$ cat src/rtl/ctl_ep_pkg.sv
package ctl_ep_pkg;
    typedef enum logic [2:0] {
        CS_IDLE   = 3'd1,
        CS_IN     = 3'd2,
        CS_OUT    = 3'd3,
        CS_IN_END = 3'd4,
        CS_HALT   = 3'd5
    } ctl_state_e;
endpackage

$ cat src/rtl/ctl_ep_remain.sv
module ctl_ep_remain #(
    parameter int LEN_W = 16,
    parameter int MPS   = 64,
    parameter int PKT_W = 7
) (
    input  logic             clk,
    input  logic             rst_n,
    input  logic             load,
    input  logic [LEN_W-1:0] load_len,
    input  logic             dec,
    input  logic [PKT_W-1:0] dec_bytes,
    output logic             final_pkt
);
    localparam logic [PKT_W-1:0] MPS_V = PKT_W'(MPS);

    logic [LEN_W-1:0] rem_q;
    logic [LEN_W-1:0] bytes_ext;
    logic             covers;

    assign bytes_ext = {{(LEN_W-PKT_W){1'b0}}, dec_bytes};
    assign covers    = (bytes_ext >= rem_q);
    assign final_pkt = (dec_bytes < MPS_V) || covers;

    always_ff @(posedge clk or negedge rst_n) begin
        if (!rst_n) begin
            rem_q <= '0;
        end else if (load) begin
            rem_q <= load_len;
        end else if (dec) begin
            rem_q <= covers ? '0 : (rem_q - bytes_ext);
        end
    end
endmodule

$ cat src/rtl/ctl_ep_rspbuf.sv
module ctl_ep_rspbuf #(
    parameter int NBYTES = 6,
    parameter int IDX_W  = 3
) (
    input  logic             clk,
    input  logic             rst_n,
    input  logic             wr_en,
    input  logic [IDX_W-1:0] wr_idx,
    input  logic [7:0]       wr_data,
    input  logic [IDX_W-1:0] rd_idx,
    output logic [7:0]       rd_data
);
    logic [7:0] bytes_w [NBYTES];

    for (genvar gi = 0; gi < NBYTES; gi++) begin : g_byte
        logic [7:0] byte_q;
        always_ff @(posedge clk or negedge rst_n) begin
            if (!rst_n) begin
                byte_q <= '0;
            end else if (wr_en && (wr_idx == IDX_W'(gi))) begin
                byte_q <= wr_data;
            end
        end
        assign bytes_w[gi] = byte_q;
    end

    always_comb begin
        rd_data = '0;
        for (int i = 0; i < NBYTES; i++) begin
            if (rd_idx == IDX_W'(i)) rd_data = bytes_w[i];
        end
    end
endmodule

$ cat src/rtl/ctl_ep_seq.sv
module ctl_ep_seq
    import ctl_ep_pkg::*;
#(
    parameter int LEN_W     = 16,
    parameter int MPS       = 64,
    parameter int RSP_BYTES = 6,
    parameter int PKT_W     = $clog2(MPS + 1),
    parameter int RSP_IDX_W = $clog2(RSP_BYTES + 2)
) (
    input  logic                 clk,
    input  logic                 rst_n,
    input  logic                 setup_valid,
    input  logic                 req_dir_in,
    input  logic [LEN_W-1:0]     req_len,
    input  logic                 pkt_done,
    input  logic [PKT_W-1:0]     pkt_bytes,
    input  logic                 stall_req,
    input  logic                 rsp_wr_en,
    input  logic [RSP_IDX_W-1:0] rsp_wr_idx,
    input  logic [7:0]           rsp_wr_data,
    input  logic [RSP_IDX_W-1:0] rsp_rd_idx,
    output logic [7:0]           rsp_rd_data,
    output logic [2:0]           state_o,
    output logic                 tx_en,
    output logic                 rx_en,
    output logic                 halt_o
);
    ctl_state_e state_q, state_d, setup_tgt;
    logic       cnt_load, cnt_dec, final_pkt;
    logic       in_data;

    assign in_data  = (state_q == CS_IN) || (state_q == CS_OUT);
    assign cnt_load = setup_valid && !stall_req;
    assign cnt_dec  = pkt_done && in_data && !setup_valid && !stall_req;

    ctl_ep_remain #(.LEN_W(LEN_W), .MPS(MPS), .PKT_W(PKT_W)) u_remain (
        .clk       (clk),
        .rst_n     (rst_n),
        .load      (cnt_load),
        .load_len  (req_len),
        .dec       (cnt_dec),
        .dec_bytes (pkt_bytes),
        .final_pkt (final_pkt)
    );

    ctl_ep_rspbuf #(.NBYTES(RSP_BYTES), .IDX_W(RSP_IDX_W)) u_rspbuf (
        .clk     (clk),
        .rst_n   (rst_n),
        .wr_en   (rsp_wr_en),
        .wr_idx  (rsp_wr_idx),
        .wr_data (rsp_wr_data),
        .rd_idx  (rsp_rd_idx),
        .rd_data (rsp_rd_data)
    );

    always_comb begin
        if (req_len == '0)   setup_tgt = CS_IDLE;
        else if (req_dir_in) setup_tgt = CS_IN;
        else                 setup_tgt = CS_OUT;
    end

    always_comb begin
        state_d = state_q;
        if (stall_req) begin
            state_d = CS_HALT;
        end else if (setup_valid) begin
            state_d = setup_tgt;
        end else if (pkt_done) begin
            unique case (state_q)
                CS_IN:     if (final_pkt) state_d = CS_IN_END;
                CS_OUT:    if (final_pkt) state_d = CS_IDLE;
                CS_IN_END: state_d = CS_IDLE;
                CS_IDLE:   state_d = CS_IDLE;
                CS_HALT:   state_d = CS_HALT;
                default:   state_d = CS_IDLE;
            endcase
        end
    end

    always_ff @(posedge clk or negedge rst_n) begin
        if (!rst_n) state_q <= CS_IDLE;
        else        state_q <= state_d;
    end

    always_comb begin
        state_o = state_q;
        tx_en   = 1'b0;
        rx_en   = 1'b0;
        halt_o  = 1'b0;
        unique case (state_q)
            CS_IN:   tx_en  = 1'b1;
            CS_OUT:  rx_en  = 1'b1;
            CS_HALT: halt_o = 1'b1;
            default: ;
        endcase
    end
endmodule

$ cat config.mk
export PLATFORM = sky130hd
export DESIGN_NAME = ctl_ep_seq
export DESIGN_NICKNAME = d
export VERILOG_FILES = /design/src/rtl/ctl_ep_pkg.sv /design/src/rtl/ctl_ep_remain.sv /design/src/rtl/ctl_ep_rspbuf.sv /design/src/rtl/ctl_ep_seq.sv
export SDC_FILE = /design/constraint.sdc
export NUM_CORES = 1
export LEC_CHECK = 0
export BUFFER_PORTS_ARGS = -buffer_cell sky130_fd_sc_hd__buf_2
export CELL_PAD_IN_SITES_DETAIL_PLACEMENT = 1
export CELL_PAD_IN_SITES_GLOBAL_PLACEMENT = 1
export CORE_AREA = 2 2 83 124
export CTS_CLUSTER_DIAMETER = 150
export DETAILED_ROUTE_END_ITERATION = 10
export DIE_AREA = 0 0 85 126
export GPL_ROUTABILITY_DRIVEN = 0
export PLACE_DENSITY = 0.77
export SLEW_MARGIN = 5
export SYNTH_ARGS = -nofsm -noshare
export SYNTH_HDL_FRONTEND = slang
export SYNTH_SLANG_ARGS = --single-unit
$ cat constraint.sdc
create_clock -name clk -period 2.61 [get_ports clk]
set_input_delay 0.522 -clock clk [delete_from_list [all_inputs] [get_ports clk]]
set_output_delay 0.522 -clock clk [all_outputs]
set_load 0.03 [all_outputs]
Word-level counts from Yosys, hierarchy flattened

Index checks and enable logic that the tools add are counted.

$add $sub $neg: 1
$lt $le $gt $ge: 2
Equality and inequality tests: 15
Multiplexer cells: 20
Reductions and logical operators: 20

Operators with widths:

| kind                                                             | count |
|---|---|
| 16-bit two-way mux                                               | 3 |
| 8-bit two-way mux                                                | 6 |
| 3-bit by 2-bit == test with 1-bit output (second input constant) | 6 |
| 3-bit two-way mux                                                | 6 |
| 7-bit by 16-bit greater-or-equal comparator with 1-bit output    | 1 |
| 16-bit zero test                                                 | 1 |
| 16-bit by 7-bit subtractor with 16-bit output                    | 1 |
| 3-bit == test (second input constant)                            | 5 |
| 1-bit logical AND                                                | 10 |
| 3-bit one-hot mux with 3 select lines                            | 1 |
| 4-bit inequality test (second input constant)                    | 2 |
| 7-bit < comparator (second input constant)                       | 1 |
| 3-bit by 1-bit == test with 1-bit output (second input constant) | 2 |
| 3-bit zero test                                                  | 2 |
| 1-bit two-way mux                                                | 4 |
| 3-bit AND reduction                                              | 1 |
| 3-bit nonzero test                                               | 1 |
| 1-bit zero test                                                  | 2 |
| 1-bit logical OR                                                 | 2 |
| 2-bit nonzero test                                               | 1 |

Register bits after elaboration: 67
Logic and storage cells: 66

Longest topological paths before layout

Depth in word-level cells: 7
Mapped depth: 10
Gate-level depth less buffers: 9

Hierarchy

A second synthesis with hierarchy kept.

Cells, all modules: 340
Area, all modules: 3832.4 µm²

Modules (own cells, without submodules):

| module        | times used | cells each | area each (µm²) | seq. area each (µm²) |
|---|---|---|---|---|
| ctl_ep_rspbuf | 1          | 154        | 2242.2          | 1201.2 |
| ctl_ep_remain | 1          | 160        | 1353.8          | 400.4 |
| ctl_ep_seq    | 1          | 26         | 236.5           | 76.3 |

Worst setup path after synthesis

No wires, ideal clock.

Kind: input port to flip-flop
Start: input port pkt_bytes[0]
End: register u_remain.rem_q[7]
Library setup time: 0.138 ns
Arrival time: 2.268 ns
Data required time: 2.472 ns
Slack: 0.204 ns
Stages on the path: 8
Path buffers: 0
Cell sequence: ha_1 > inv_1 > fa_1 > a21oi_1 > o221ai_4 > o211a_1 > a222oi_1 > o41ai_1

Longest elaborated chain between the ends: 4
Elaborated cells on any way between the ends: 5
Those cells by class: add/sub (1); order compare (1); mux (3)

RTL lines:

| what                                                                                                                                  | RTL line                                 | source |
|---|---|---|
| start: declaration                                                                                                                    | ctl_ep_seq.sv:16                         | `input logic [PKT_W-1:0] pkt_bytes,` |
| 16-bit by 7-bit subtractor with 16-bit output / 7-bit by 16-bit greater-or-equal comparator with 1-bit output (equally long branches) | ctl_ep_remain.sv:30, ctl_ep_remain.sv:21 |  |
| 16-bit two-way mux (*)                                                                                                                | ctl_ep_remain.sv:30                      | `rem_q <= covers ? '0 : (rem_q - bytes_ext);` |
| 16-bit two-way mux (*)                                                                                                                | ctl_ep_remain.sv:29                      | `end else if (dec) begin` |
| 16-bit two-way mux (*)                                                                                                                | ctl_ep_remain.sv:27                      | `end else if (load) begin` |
| end signal: assignment                                                                                                                | ctl_ep_remain.sv:28                      | `rem_q <= load_len;` |
| end signal: assignment                                                                                                                | ctl_ep_remain.sv:30                      |  |
| end: declaration                                                                                                                      | ctl_ep_remain.sv:16                      | `logic [LEN_W-1:0] rem_q;` |

Mark *: on every way between the ends. The rest lies on a longest branch, timed or not. The select of a mux whose other input is x is not followed.
A chain may end at the register's enable or synchronous reset.

Final worst setup path

Start: input port rsp_rd_idx[2]
End: output port rsp_rd_data[4]

Longest elaborated chain between the ends: 7
Elaborated cells on any way between the ends: 12
Those cells by class: eq/ne (5); mux (6); reduce/logical (1)

RTL lines:

| what                            | RTL line            | source |
|---|---|---|
| start: declaration              | ctl_ep_seq.sv:21    | `input logic [RSP_IDX_W-1:0] rsp_rd_idx,` |
| 3-bit zero test                 | ctl_ep_rspbuf.sv:30 | `if (rd_idx == IDX_W'(i)) rd_data = bytes_w[i];` |
| 8-bit two-way mux (5 in series) | ctl_ep_rspbuf.sv:30 |  |
| 8-bit two-way mux (*)           | ctl_ep_rspbuf.sv:30 |  |
| end: declaration                | ctl_ep_seq.sv:22    | `output logic [7:0] rsp_rd_data,` |

Mark *: on every way between the ends. The rest lies on a longest branch, timed or not.

==> flow_summary.toml <==
[routing]
via_count = 3069
drt_iter0_drc = 93
ant_nets = 0
drc = 0
firstDrtPassIters = 4
wirelength_um = 10400
post_drt_wl_per_cell_um = 19.4
vias_per_cell = 5.74

[logic_synthesis]
ys_seq_area_share_pct = 44.7
synth_top_area_share_pct = 44.0
synth-main-ff-cell = "dfrtp_1"
ys_warn_count = 0
syn_nets = 399
post_synth.cell_area_avg_um2 = 10.8
synth_area_leaders = "dfrtp_1 44%, mux2_2 15%, mux2i_1 3.2%"
yosys.area.top_type = "dfrtp_1"
synthTopCellsByCount = "66 x dfrtp_1, 49 x mux2_2, 25 x nor2_1"
synth.most_common_cell = "dfrtp_1"
ys_ff_latch = 67
synthDistinctLibCells = 64
synthCells = 347
postSynth.asyncResetShare_pct = 100
syn_area_mm2 = 0.00375
synth_edf_count = 0

[setup_path]
cp.arrival_ns = 1.95
reg2reg_to = "u_remain.rem_q[14]"
critPathLaunch = "rsp_rd_idx[2]"
worst_r2r_startpoint = "u_remain.rem_q[0]"
cp_max_fo = 11
critPathKind = "input pin to output port"
worst_ep_required_time_ns = 2.09
rr_worst_depth = 11
worst_setup_path_start_kind = "input pin"
critPathCaptureType = "output port"
r2r_slack_ns = 0.17

[sta]
hold_violations = 0
fin_skew_ns = 0.00266
slew_headroom_pct = 57.5
worst_slack_ns = 0.140
finalCritPeriodShare_pct = 94.6
worstMarginPinSlew_ns = 0.635
fmax_ghz = 0.405
rsz0062_at_grt = "no"
fin_setup_tns_ns = 0
fin_crit_ns = 2.47
report.final.slew_viol_count = 0
finalSetupViolCount = 0

[clock_tree]
clkLatencyLatePin_ns = 0.32
cts.sinks = 67
ctsResizeCount = 0
cts_hold_buf = 0
cts_setup_buffers = 0
cts_buffer_depth = 2
clk_pin_slew_ns = 0.05
cts_root_buf = "clkbuf_16"
tritoncts = "done"
cts_max_level = 3
numCtsBuffers = 9

[finish]
area_growth_pct = 19.9
final_cells = 535
nets = 468
drive_above_1_share_pct = 35.2
final_util_pct = 46.7
fillers = 1100
antenna_cells = 0

[grt]
antenna_found_initial = 0
grt_max_degree = 68
grt_first_pass_wirelength_um = 17000
overflow = 0
grtUsageTotal_pct = 20.1
grt_pass1_vias = 3368

[floorplan]
ioPinCount = 58
die_area_mm2 = 0.0107
die_y_um = 126
fp-row-count = 44
start_util_pct = 38.9
coreArea_mm2 = 0.00963
fp.dieW_um = 85

[placed_design]
portBuffers = 57
dp_slack_ns = -0.0166
place_inst = 520
dp.final_hpwl_um = 7790

[run]
maxCapViolCount = 0

[pwr]
p_leak_uw = 0.00201
irDropWorstVdd_v = 0.000423
powerDensity_mw_per_mm2 = 747

[min_path]
hp-class = "input pin to async pin"

[run_status]
outcome = "complete, no violations"
==> worst max-delay path: stages <==
cell and delay [ns]:
buf_2 0.24, nand2b_1 0.28, o21ai_0 0.35, o21ai_0 0.14, a21oi_1 0.18, buf_2 0.22
==> cell usage in the layout, fill, tap and decap left out, drive strengths merged, types with 5 or more instances in the layout <==
master	Yosys	layout
ha	7	7
nor3	5	5
mux2	49	49
a31oi	6	6
a221o	5	5
inv	11	11
dfrtp	66	66
clkbuf	7	10
nor2	26	26
buf	4	70
nand2	23	23
nand2b	5	5
o21ai	18	18
o221ai	5	5
a211oi	7	7
mux2i	12	12
a21oi	21	21
nor2b	5	5
nor4	6	6
a22oi	5	5
==> worst max-delay path by stage <==
| stage | slack (ns) | to |
|---|---|---|
| global route | 0.03 | rsp_rd_data[4] |
| floorplan | 0.20 | u_remain.rem_q[7] |
| finish | 0.14 | rsp_rd_data[4] |
| CTS | 0.16 | u_remain.rem_q[14] |
| global placement | 0.08 | u_remain.rem_q[12] |
| detailed placement | -0.02 | u_remain.rem_q[14] |
==> state kept, by name (all words and copies together), names as in the netlist <==
| signal | flops |
|---|---|
| u_remain.rem_q | 16 |
| u_rspbuf.g_byte.byte_q | 48 |
| state_o | 3 |
==> layer usage <==
layer	vias to the layer above	wire length [um]	GRT usage [%]
li1	1451	-	-
met1	1518	4130	22.3
met2	76	5580	36.8
met3	24	314	3.67
met4	0	351	8.87
met5	-	0	0
==> logic make-up (layout without fill, tap and decap cells) <==
family	after synthesis	after routing	share of synthesized area, %
DFF	67	67	44.7
AOI/OAI and AO/OA	91	91	17.2
and+or+nand+nor	94	94	13.8
adders and majority gates	8	8	2.87
muxes	61	61	17.9
xor gates and xnor gates	3	3	0.701
buffers and inverters	23	96	2.77
==> report_power, final <==
part           leakage [uW]  internal, uW  switching, uW
clock network      0.000130           657            432
logic               0.00108           388            461
registers          0.000804          1260            161
total               0.00201          2310           1050
==> final cells by class <==
cell class	instances	area [um^2]	share of cell area (%)
flip-flops and latches	67	1680	37.3
well taps	115	144	3.20
clock inverters	5	30.0	0.668
clock buffers	10	239	5.31
inverters	11	41.3	0.918
repair buffers	70	395	8.79
multi-input cells	257	1970	43.8
==> stage by stage <==
stage / total power (uW) / area [um^2] / hold slack (ns)
after detailed placement: 2280 / 4230 / 0.494
final: 3360 / 4500 / 0.204
after floorplan: 1990 / 3750 / 0.226
after CTS: 3390 / 4500 / 0.227
after global placement: 2230 / 4230 / 0.484
after global routing: 3550 / 4500 / 0.230
No activity file was read; power rests on OpenSTA's default activity.
